[src/rtl/fdc_rate_pkg.sv]
package fdc_rate_pkg;

  localparam int RATE_W  = 2;
  localparam int PC_W    = 3;
  localparam int KBPS_W  = 11;

  // byte positions decoded by the power / reset logic
  localparam int BIT_LOWPWR = 6;
  localparam int BIT_SWRST  = 7;

  typedef enum logic [RATE_W-1:0] {
    RATE_500K = 2'b00,
    RATE_300K = 2'b01,
    RATE_250K = 2'b10,
    RATE_1M   = 2'b11
  } rate_e;

  typedef struct packed {
    logic [PC_W-1:0] pc;
    rate_e           rate;
  } rate_fields_t;

  localparam logic [7:0] HW_DEFAULT_BYTE = 8'h02;

  function automatic rate_fields_t unpack_fields(input logic [4:0] lo);
    rate_fields_t f;
    f.rate = rate_e'(lo[1:0]);
    f.pc   = lo[4:2];
    return f;
  endfunction

  function automatic logic [KBPS_W-1:0] rate_to_kbps(input rate_e r);
    logic [KBPS_W-1:0] k;
    case (r)
      RATE_500K: k = KBPS_W'(500);
      RATE_300K: k = KBPS_W'(300);
      RATE_250K: k = KBPS_W'(250);
      default:   k = KBPS_W'(1000);
    endcase
    return k;
  endfunction

  function automatic logic track_reached(input logic [15:0] cur, input logic [15:0] first);
    return cur >= first;
  endfunction

endpackage

[src/rtl/fdc_host_decode.sv]
module fdc_host_decode #(
  parameter int ADDR_W   = 3,
  parameter int RATE_OFS = 4,
  parameter int CCR_OFS  = 7,
  parameter int DATA_OFS = 5,
  parameter int STAT_OFS = 4
) (
  input  logic              host_wr,
  input  logic              host_rd,
  input  logic [ADDR_W-1:0] host_addr,
  output logic              rate_wr,
  output logic              ccr_wr,
  output logic              wake_access
);
  localparam logic [ADDR_W-1:0] A_RATE = ADDR_W'(RATE_OFS);
  localparam logic [ADDR_W-1:0] A_CCR  = ADDR_W'(CCR_OFS);
  localparam logic [ADDR_W-1:0] A_DATA = ADDR_W'(DATA_OFS);
  localparam logic [ADDR_W-1:0] A_STAT = ADDR_W'(STAT_OFS);

  logic stat_rd;
  logic data_acc;

  always_comb begin
    rate_wr     = host_wr && (host_addr == A_RATE);
    ccr_wr      = host_wr && (host_addr == A_CCR);
    stat_rd     = host_rd && (host_addr == A_STAT);
    data_acc    = (host_wr || host_rd) && (host_addr == A_DATA);
    wake_access = stat_rd || data_acc;
  end
endmodule

[src/rtl/fdc_rate_regs.sv]
module fdc_rate_regs
  import fdc_rate_pkg::*;
(
  input  logic            clk,
  input  logic            rst_n,
  input  logic            rate_wr,
  input  logic            ccr_wr,
  input  logic [4:0]      wdata_lo,
  output rate_e           rate_q,
  output logic [PC_W-1:0] pc_q
);
  rate_fields_t dflt;
  rate_fields_t wf;

  always_comb begin
    dflt = unpack_fields(HW_DEFAULT_BYTE[4:0]);
    wf   = unpack_fields(wdata_lo);
  end

  always_ff @(posedge clk or negedge rst_n) begin
    if (!rst_n) begin
      rate_q <= dflt.rate;
      pc_q   <= dflt.pc;
    end else if (rate_wr) begin
      rate_q <= wf.rate;
      pc_q   <= wf.pc;
    end else if (ccr_wr) begin
      rate_q <= wf.rate;
    end
  end
endmodule

[src/rtl/fdc_pwr_rst.sv]
module fdc_pwr_rst #(
  parameter int SWRST_CYCLES = 4
) (
  input  logic clk,
  input  logic rst_n,
  input  logic rate_wr,
  input  logic lowpwr_bit,
  input  logic swrst_bit,
  input  logic wake_access,
  input  logic dor_reset_n,
  output logic low_power,
  output logic sw_rst_pulse,
  output logic lp_enter_evt,
  output logic lp_exit_evt,
  output logic swrst_req_evt
);
  localparam int CNT_W = $clog2(SWRST_CYCLES + 1);
  localparam logic [CNT_W-1:0] CNT_LOAD = CNT_W'(SWRST_CYCLES);

  logic [CNT_W-1:0] cnt_q;

  always_comb begin
    swrst_req_evt = rate_wr && swrst_bit;
    lp_enter_evt  = rate_wr && lowpwr_bit;
    lp_exit_evt   = swrst_req_evt || wake_access || !dor_reset_n;
  end

  always_ff @(posedge clk or negedge rst_n) begin
    if (!rst_n)                 cnt_q <= '0;
    else if (swrst_req_evt)     cnt_q <= CNT_LOAD;
    else if (cnt_q != '0)       cnt_q <= cnt_q - 1'b1;
  end

  assign sw_rst_pulse = (cnt_q != '0);

  always_ff @(posedge clk or negedge rst_n) begin
    if (!rst_n)            low_power <= 1'b0;
    else if (lp_exit_evt)  low_power <= 1'b0;
    else if (lp_enter_evt) low_power <= 1'b1;
  end
endmodule

[src/rtl/fdc_rate_pwr_ctl.sv]
module fdc_rate_pwr_ctl
  import fdc_rate_pkg::*;
#(
  parameter int ADDR_W       = 3,
  parameter int TRK_W        = 8,
  parameter int RATE_OFS     = 4,
  parameter int CCR_OFS      = 7,
  parameter int DATA_OFS     = 5,
  parameter int STAT_OFS     = 4,
  parameter int SWRST_CYCLES = 4
) (
  input  logic              clk,
  input  logic              rst_n,
  input  logic              host_wr,
  input  logic              host_rd,
  input  logic [ADDR_W-1:0] host_addr,
  input  logic [7:0]        host_wdata,
  input  logic              dor_reset_n,
  input  logic [TRK_W-1:0]  start_track,
  input  logic [TRK_W-1:0]  cur_track,
  output logic [1:0]        rate_code,
  output logic [10:0]       rate_kbps,
  output logic [2:0]        precomp_sel,
  output logic              precomp_active,
  output logic              low_power,
  output logic              clk_en,
  output logic              dsep_en,
  output logic              sw_rst_pulse,
  output logic              core_reset
);
  // named internal events, observed by the bound checker
  logic  rate_wr_evt;
  logic  ccr_wr_evt;
  logic  wake_evt;
  logic  lp_enter_evt;
  logic  lp_exit_evt;
  logic  swrst_req_evt;
  rate_e rate_q;
  logic  wdata_rsvd_unused;

  assign wdata_rsvd_unused = host_wdata[5];

  fdc_host_decode #(
    .ADDR_W(ADDR_W), .RATE_OFS(RATE_OFS), .CCR_OFS(CCR_OFS),
    .DATA_OFS(DATA_OFS), .STAT_OFS(STAT_OFS)
  ) dec_i (
    .host_wr     (host_wr),
    .host_rd     (host_rd),
    .host_addr   (host_addr),
    .rate_wr     (rate_wr_evt),
    .ccr_wr      (ccr_wr_evt),
    .wake_access (wake_evt)
  );

  fdc_rate_regs regs_i (
    .clk      (clk),
    .rst_n    (rst_n),
    .rate_wr  (rate_wr_evt),
    .ccr_wr   (ccr_wr_evt),
    .wdata_lo (host_wdata[4:0]),
    .rate_q   (rate_q),
    .pc_q     (precomp_sel)
  );

  fdc_pwr_rst #(.SWRST_CYCLES(SWRST_CYCLES)) pwr_i (
    .clk           (clk),
    .rst_n         (rst_n),
    .rate_wr       (rate_wr_evt),
    .lowpwr_bit    (host_wdata[BIT_LOWPWR]),
    .swrst_bit     (host_wdata[BIT_SWRST]),
    .wake_access   (wake_evt),
    .dor_reset_n   (dor_reset_n),
    .low_power     (low_power),
    .sw_rst_pulse  (sw_rst_pulse),
    .lp_enter_evt  (lp_enter_evt),
    .lp_exit_evt   (lp_exit_evt),
    .swrst_req_evt (swrst_req_evt)
  );

  always_comb begin
    rate_code      = rate_q;
    rate_kbps      = rate_to_kbps(rate_q);
    clk_en         = !low_power;
    dsep_en        = !low_power;
    core_reset     = sw_rst_pulse || !dor_reset_n;
    precomp_active = track_reached(16'(cur_track), 16'(start_track));
  end
endmodule

[config.mk]
export PLATFORM = sky130hd
export DESIGN_NAME = fdc_rate_pwr_ctl
export DESIGN_NICKNAME = d
export VERILOG_FILES = /design/src/rtl/fdc_rate_pkg.sv /design/src/rtl/fdc_host_decode.sv /design/src/rtl/fdc_rate_regs.sv /design/src/rtl/fdc_pwr_rst.sv /design/src/rtl/fdc_rate_pwr_ctl.sv
export SDC_FILE = /design/constraint.sdc
export NUM_CORES = 1
export LEC_CHECK = 0
export BUFFER_PORTS_ARGS = -buffer_cell sky130_fd_sc_hd__buf_2
export CAP_MARGIN = 25
export CORE_MARGIN = 4
export CORE_UTILIZATION = 30
export CTS_CLUSTER_DIAMETER = 50
export DETAILED_ROUTE_END_ITERATION = 7
export PLACE_DENSITY = 0.63
export SYNTH_ARGS = -nofsm -noshare
export SYNTH_HDL_FRONTEND = slang
export SYNTH_SLANG_ARGS = --single-unit
[constraint.sdc]
create_clock -name clk -period 2.2 [get_ports clk]
set_clock_uncertainty 0.05 [all_clocks]
set_input_delay 0.33 -clock clk [delete_from_list [all_inputs] [get_ports clk]]
set_output_delay 0.33 -clock clk [all_outputs]
set_load 0.03 [all_outputs]
# --- Word-level counts from Yosys, hierarchy flattened ---
# Index checks and enable logic that the tools add are counted.
totals:
  register_bits: 9
  input_bits: 32
  out_inout_bits: 22
  elab_cells: 36
classes:
  add_sub_neg: 1
  magnitude_cmp: 1
  n_eq_ne: 5
  muxes: 7
  reduce_logical: 18
ops:
  columns: ["operator", "n"]
  rows:
  - ["one-hot mux 10 bit (3 select lines)", 1]
  - ["== test 3 bit, second input constant", 3]
  - ["greater-or-equal comparator 8 bit", 1]
  - ["logical AND 1 bit", 6]
  - ["two-way mux 3 bit", 2]
  - ["nonzero test 2 bit", 3]
  - ["logical OR 1 bit", 5]
  - ["two-way mux 2 bit", 2]
  - ["nonzero test 3 bit", 1]
  - ["subtractor 3 x 1 -> 3 bit, second input constant", 1]
  - ["== test 2 x 1 -> 1 bit, second input constant", 1]
  - ["== test 2 bit, second input constant", 1]
  - ["zero test 1 bit", 2]
  - ["zero test 2 bit", 1]
  - ["two-way mux 1 bit", 2]

# --- Logic depth before layout (Yosys ltp) ---
# Gate-level depths: netlist (run 1).
logic_depth:
  depth_word: 6
  ltp_mapped: 5
  depth_no_buf: 5

# --- Hierarchy ---
# From an unflattened synthesis (run 1), not the netlist that was laid out.
hier_totals:
  cells_unflattened: 79
  area_unflattened_um2: 752.0
by_module_without_submodules:
  columns: ["module", "instances", "cells_each", "area_each_um2", "seq_area_each_um2"]
  rows:
  - ["fdc_rate_pwr_ctl", 1, 42, 299.0, 0.0]
  - ["fdc_pwr_rst", 1, 22, 224.0, 100.1]
  - ["fdc_rate_regs", 1, 11, 188.9, 126.4]
  - ["fdc_host_decode", 1, 4, 40.0, 0.0]

# --- Worst setup path before layout (run 1) ---
# Ideal clock, no wire load.
synth_timing:
  path_kind: "input -> output"
  from: "input port start_track[6]"
  to: "output port precomp_active"
  arrival_ns: 1.544
  required_ns: 1.820
  path_slack_ns: 0.276
  stages: 5
  path_buffers: 0
  cell_sequence: "inv_1 ha_1 and3_1 nand3_1 o21ai_0"
synth_via:
  elab_chain_cells: 1
synth_rtl:
  columns: ["element", "line", "text"]
  rows:
  - ["from (decl)", "fdc_rate_pwr_ctl.sv:19", "input logic [TRK_W-1:0] start_track,"]
  - ["greater-or-equal comparator 8 bit", "fdc_rate_pkg.sv:44", "return cur >= first;"]
  - ["to (decl)", "fdc_rate_pwr_ctl.sv:24", "output logic precomp_active,"]
# Every way passes these cells.

# --- Worst setup path after layout (run 1) ---
# Same ends and word-level chain as after synthesis.

==> run metrics, run 1 <==
hold crit path type=input port to flip-flop; Clk Latency, worst-skew pair=approximately 0.26 ns; max cap viols=0; Post-DP HPWL=1.40 mm; Post-synth EDFFs=0; # rows=17; gr ovfl total=0; vias in the first global route=roughly 660; hold wc startpoint=host_wdata[2]; postcts setup bufs=0; unique cell type count in the Yosys netlist=26; IO Count=54; GRT Util Overall=10.6%; core area=between 2000 and 2500 um^2; Hold Crit Depth=2; ANT nets after route=0; die area=3200 um^2; Syn-to-layout area delta=40.0%; # fillers=212; reg2reg end=pwr_i.cnt_q[1]; initial antenna violation count=0; Avg Inst Size Synth=~9.3 um^2; clk slew on worst S/H paths=approximately 0.060 ns; Worst Path Required=1.82 ns; launching element type of the critical path=input port; H-tree depth reported by CTS=1; synthesis warning total=0; CTS root buffer=clkbuf_4; crit path DAT=between 1.5 and 2 ns; Synth area leaders=dfrtp_1, ha_1, mux2_1, inv_1, buf_4; maximum VDD drop=0.542 mV; cell taking the most area after synthesis=dfrtp_1; reg2reg start=pwr_i.cnt_q[0]; flop2flop setup slack=approximately 0.90 ns; TritonRoute pass-1 iters=2; Final setup viols=0; top-area cell type share of the netlist area=28.3%; proportion of synthesized chip area in sequential cells=32.0%; clock sink count=9; nets=169; Layout Cells excl Fill=154; Post-Route WL=~1.6 mm; WL per Instance=~10 um; initial DRC count=19; vias per cell=about 4.4; Critical path origin=start_track[6]; largest net degree at the start of global routing=10; Final Cell Area=between 900 and 1000 um^2; Die Width=56.5 um; top-count cell post-synth=inv_1; setup TNS=0 ns; CTS Buf Count=3; Syn Inst Count=76; Tightest Pin Transition=~0.75 ns; unrepaired setup endpoints after global routing=false; maximum clock frequency=528 MHz; pwr dens=858 nW/um^2; Initial Utilization=between 30% and 40%; Hold Vio Cnt, Final=0; Slew HR=49.3%; outcome=completed; CTS max path bufs=2; post-layout minimum cycle time=between 1.5 and 2 ns; first-pass GRT wire length=approximately 2.7 mm; Yosys reg bits=9; Post-Syn Area=between 700 and 800 um^2; Synth top cells by count=inv_1, ha_1, dfrtp_1; Leak=0.583 nW; Critical Path End Type=output port; Die H=about 57 um; CTS tree=yes; gp weighted congestion=between 0.8 and 0.9; Async S/R FF share, synth=100%; placed cell area=~950 um^2; placed insts=149; critical path type=input port to output port; Critical Path Fanout Max=2; crit share post-route=86.1%; Pwr Total=0.000849 W; final core occ=between 40% and 50%; Top FF cell, synth=dfrtp_1; ant diodes=0; via count=roughly 670; IO Port Bufs=49; reg2reg path depth=4; DRC violations left=0; layout cells sized above 1=43.7%; Hold Path Sink=regs_i.pc_q[0]; fin. max-slew vios=0
## worst max path at each step
stage / to / slack, ns / cells past startpoint
2_1_floorplan: precomp_active / 0.28 / 5
3_3_place_gp: precomp_active / 0.35 / 7
3_5_place_dp: precomp_active / 0.30 / 7
4_1_cts: precomp_active / 0.30 / 7
5_1_grt: precomp_active / 0.19 / 7
6_report: precomp_active / 0.31 / 7
## metal layers
metal	global-route usage (%)	up-vias	part of all wire (%)
met5	0	-	0
met4	5.08	0	1.1
met3	2.99	2	14
met2	16.8	42	44
met1	13.0	284	41
li1	-	346	-
## sequential cells by signal, summed over array words and instances (netlist names)
name	count
pwr_i.low_power	1
regs_i.pc_q	3
pwr_i.cnt_q	3
regs_i.rate_q	2
## logic make-up (layout without fill, tap and decap cells)
kind of cell | after synthesis | after routing | share of synthesized area, %
simple gates | 18 | 18 | 14.3
compound gates | 10 | 10 | 10.6
buf+inv | 20 | 69 | 13.8
mux | 5 | 5 | 7.96
flops | 9 | 9 | 32.0
xor+xnor | 2 | 2 | 2.48
fa+ha+maj | 10 | 10 | 17.7
other cells | 2 | 3 | 1.06
## power by group
part,internal [W],switching (W)
sequential,0.000221,0.0000338
combinational,0.000173,0.000293
clock,0.0000700,0.0000586
total,0.000464,0.000385
## worst max-delay path, stage by stage
cell	delay, ns
buf_2	0.08
inv_1	0.03
ha_1	0.29
a21o_1	0.18
a221oi_1	0.30
o21ai_0	0.12
buf_2	0.19
## layout by cell type, fill, tap and decap left out
cell type and n:
buf_2 49, inv_1 14, ha_1 10, dfrtp_1 8
mux2_1 5, nor2_1 4, nand2_1 3, a21o_1 3
conb_1 3, clkbuf_4 3, nand2b_1 2, and3_1 2
a221oi_1 2, xnor2_1 2, a31oi_1 1, nand3_1 1
o21ai_0 1, nand3b_1 1, nor4bb_1 1, a21oi_1 1
a21oi_2 1, nor3_1 1, nor4b_1 1, nor3b_1 1
nor2b_1 1, a221o_1 1, clkbuf_1 1, dlygate4sd3_1 1
buf_4 1, dfstp_2 1
## through the flow
| step | setup WS (ns) | hold WS, ns |
|---|---|---|
| 2_1_floorplan | 0.276 | -0.0156 |
| 3_3_place_gp | 0.346 | 0.145 |
| 3_5_place_dp | 0.300 | 0.146 |
| 4_1_cts | 0.299 | 0.229 |
| 5_1_grt | 0.192 | 0.235 |
| 6_report | 0.305 | 0.234 |
## area by class of cell
class,instances,area (um^2),area share (%)
Multi-Input combinational cell,48,387,39.1
Clock buffer,4,26.3,2.65
Timing Repair Buffer,51,263,26.5
Tap cell,28,35.0,3.54
Inverter,14,52.6,5.31
Sequential cell,9,226,22.9
## what timing repair did
action                    4_1_cts  5_1_grt
hold endpoints to repair        8        0
gates resized for setup         0        0
hold buffers                    1        0
(Power assumes the default switching activity.)
==> run 2: changes to the inputs <==
- BUFFER_PORTS_ARGS: -buffer_cell sky130_fd_sc_hd__buf_2 -> -buffer_cell sky130_fd_sc_hd__buf_4
- SETUP_SLACK_MARGIN: not set -> 0.5
==> run metrics, run 2 (synthesis results as in run 1) <==
outcome=completed; Hold Crit Depth=2 (unchanged); Slowest-stage cell, CP=a221oi_2; vias in the first global route=678 (+2.3%); reg2reg start=pwr_i.cnt_q[0]; Tightest Pin Transition=0.744 ns (-0.00641 ns); vias per cell=4.52 (+3.3%); maximum clock frequency=594 MHz (+12%); Post-Route WL=1.72 mm (+7.2%); most frequent cells in the layout=buf_4, inv_1, dfrtp_1; Clk Latency, worst-skew pair=0.26 ns (about the same); hold crit path type=input port to flip-flop; GRT Util Overall=10.4% (-0.22 points); Critical Path End Type=output port; nets=170 (+0.59%); critical path type=input port to output port; crit share post-route=76.6% (-9.5 points); # fillers=213 (+0.47%); CTS max path bufs=2 (unchanged); ant diodes=0 (unchanged); reg2reg path depth=5 (+1); hold wc startpoint=host_wdata[7]; commonest non-fill, non-tap cell in the layout=buf_4; Largest stage delay, worst path=0.21 ns (-0.09 ns); Worst path depth=7 (unchanged); die area=3200 um^2 (unchanged); final core occ=54.5% (+10 points); Worst Path Required=1.82 ns (about the same); initial DRC count=17 (-2); Top Registers=pwr_i.cnt_q x3, regs_i.pc_q x3, regs_i.rate_q x2; Reg area=226 um^2 (unchanged); via count=701 (+4.0%); H-tree depth reported by CTS=1 (unchanged); Critical Path Fanout Max=2 (unchanged); initial antenna violation count=0 (unchanged); hold slack=0.216 ns (-0.0179 ns); gp weighted congestion=0.732 (-8.5%); Final setup viols=0 (unchanged); CTS Buf Count=3 (unchanged); clk slew on worst S/H paths=0.06 ns (about the same); footprint of the multi-input gates=450 um^2 (+17%); Syn-to-layout area delta=72.0%; maximum VDD drop=0.536 mV (-1.1%); CTS root buffer=clkbuf_4; max cap viols=0 (unchanged); pwr dens=774 nW/um^2 (-9.7%); launching element type of the critical path=input port; flop2flop setup slack=0.82 ns (-0.08 ns); first-pass GRT wire length=2.67 mm (-1.0%); setup TNS=0 ns (unchanged); crit path DAT=1.30 ns (-0.21 ns); IO Port Bufs=49 (unchanged); unrepaired setup endpoints after global routing=true; Hold Vio Cnt, Final=0 (unchanged); Post-DP HPWL=1.42 mm (+1.1%); reg2reg end=pwr_i.cnt_q[1]; clock sink count=9 (unchanged); WL per Instance=11.1 um (+6.5%); core area=2230 um^2 (unchanged); IO Count=54 (unchanged); fin. max-slew vios=0 (unchanged); Initial Utilization=31.7% (unchanged); Die H=56.5 um (unchanged); CP cell instances=buf_6 -> inv_4 -> ha_4 -> and3_4 -> a221oi_2 -> o21ai_1 -> buf_4; DRC violations left=0 (unchanged); Slew HR=49.7% (+0.43 points); TritonRoute pass-1 iters=4 (+2); layout cells sized above 1=53.5% (+9.9 points); Hold Path Sink=pwr_i.cnt_q[0]; Critical path buffers and inverters=3 (unchanged); Leak=0.637 nW (+9.3%); Die Width=56.5 um (unchanged); ANT nets after route=0 (unchanged); largest net degree at the start of global routing=10 (unchanged); # rows=17 (unchanged); gr ovfl total=0 (unchanged); post-layout minimum cycle time=1.68 ns (-0.210 ns); crit-path leading delay family=buffers and inverters; CTS tree=yes
-- run 2: changes by cell type in the layout (fill, tap and decap cells not counted), moves of 4 or more --
cell / change
buf_4: +44
inv_4: +4
inv_1: -5
ha_4: +4
buf_2: -49
buf_6: +6
ha_1: -4
-- run 2: routing by layer --
| layer | routed length (um) | vias to the layer above | global-route usage, % |
|---|---|---|---|
| met1 | 661 | 317 | 11.5 |
| li1 | - | 347 | - |
| met3 | 204 | 0 | 2.99 |
| met2 | 854 | 37 | 18.3 |
| met5 | 0 | - | 0 |
| met4 | 0 | 0 | 4.07 |
-- run 2: metrics by stage --
step	std cells	setup WS [ns]	power, W	area [um^2]
after floorplan	77	0.498	0.000598	713
after global placement	149	0.357	0.000774	1080
after detailed placement	149	0.366	0.000784	1080
after CTS	154	0.502	0.000937	1200
after global routing	155	0.473	0.00102	1220
final	155	0.515	0.000942	1220
-- run 2: layout make-up --
type	instances	area share [%]
clock buffers	4	2.16
inverters	14	5.14
multi-input cells	48	37.0
flip-flops and latches	9	18.6
well taps	28	2.88
repair buffers	52	34.2
-- run 2: power breakdown --
part / total [W] / switching, W / internal [W]
Combinational: 0.000557 / 0.000306 / 0.000251
Sequential: 0.000257 / 0.0000359 / 0.000221
Clock: 0.000128 / 0.0000581 / 0.0000698
Total: 0.000942 / 0.000400 / 0.000542
-- run 2: repair_timing --
item / in CTS / in global routing
setup buffers: 0 / 1
hold buffers: 1 / 0
pin swaps: 9 / 4
endpoints found under the setup margin: 1 / 2
gates cloned: 0 / 0
gates resized for setup: 15 / 5
endpoints found under the hold margin: 8 / 0
-- run 2: worst reg2reg max path, delay by kind of cell, from the launching register on --
kind / cells / cell delay, ns
flops: 1 / 0.39
compound gates: 1 / 0.28
buf+inv: 2 / 0.25
fa+ha+maj: 1 / 0.19
simple gates: 1 / 0.12
-- run 2: worst max path at each step --
stage | start | endpoint | slack, ns
6_report | start_track[6] | precomp_active | 0.52
3_3_place_gp | start_track[6] | precomp_active | 0.36
2_1_floorplan | start_track[6] | precomp_active | 0.50
5_1_grt | start_track[6] | precomp_active | 0.47
4_1_cts | start_track[4] | precomp_active | 0.50
3_5_place_dp | start_track[6] | precomp_active | 0.37
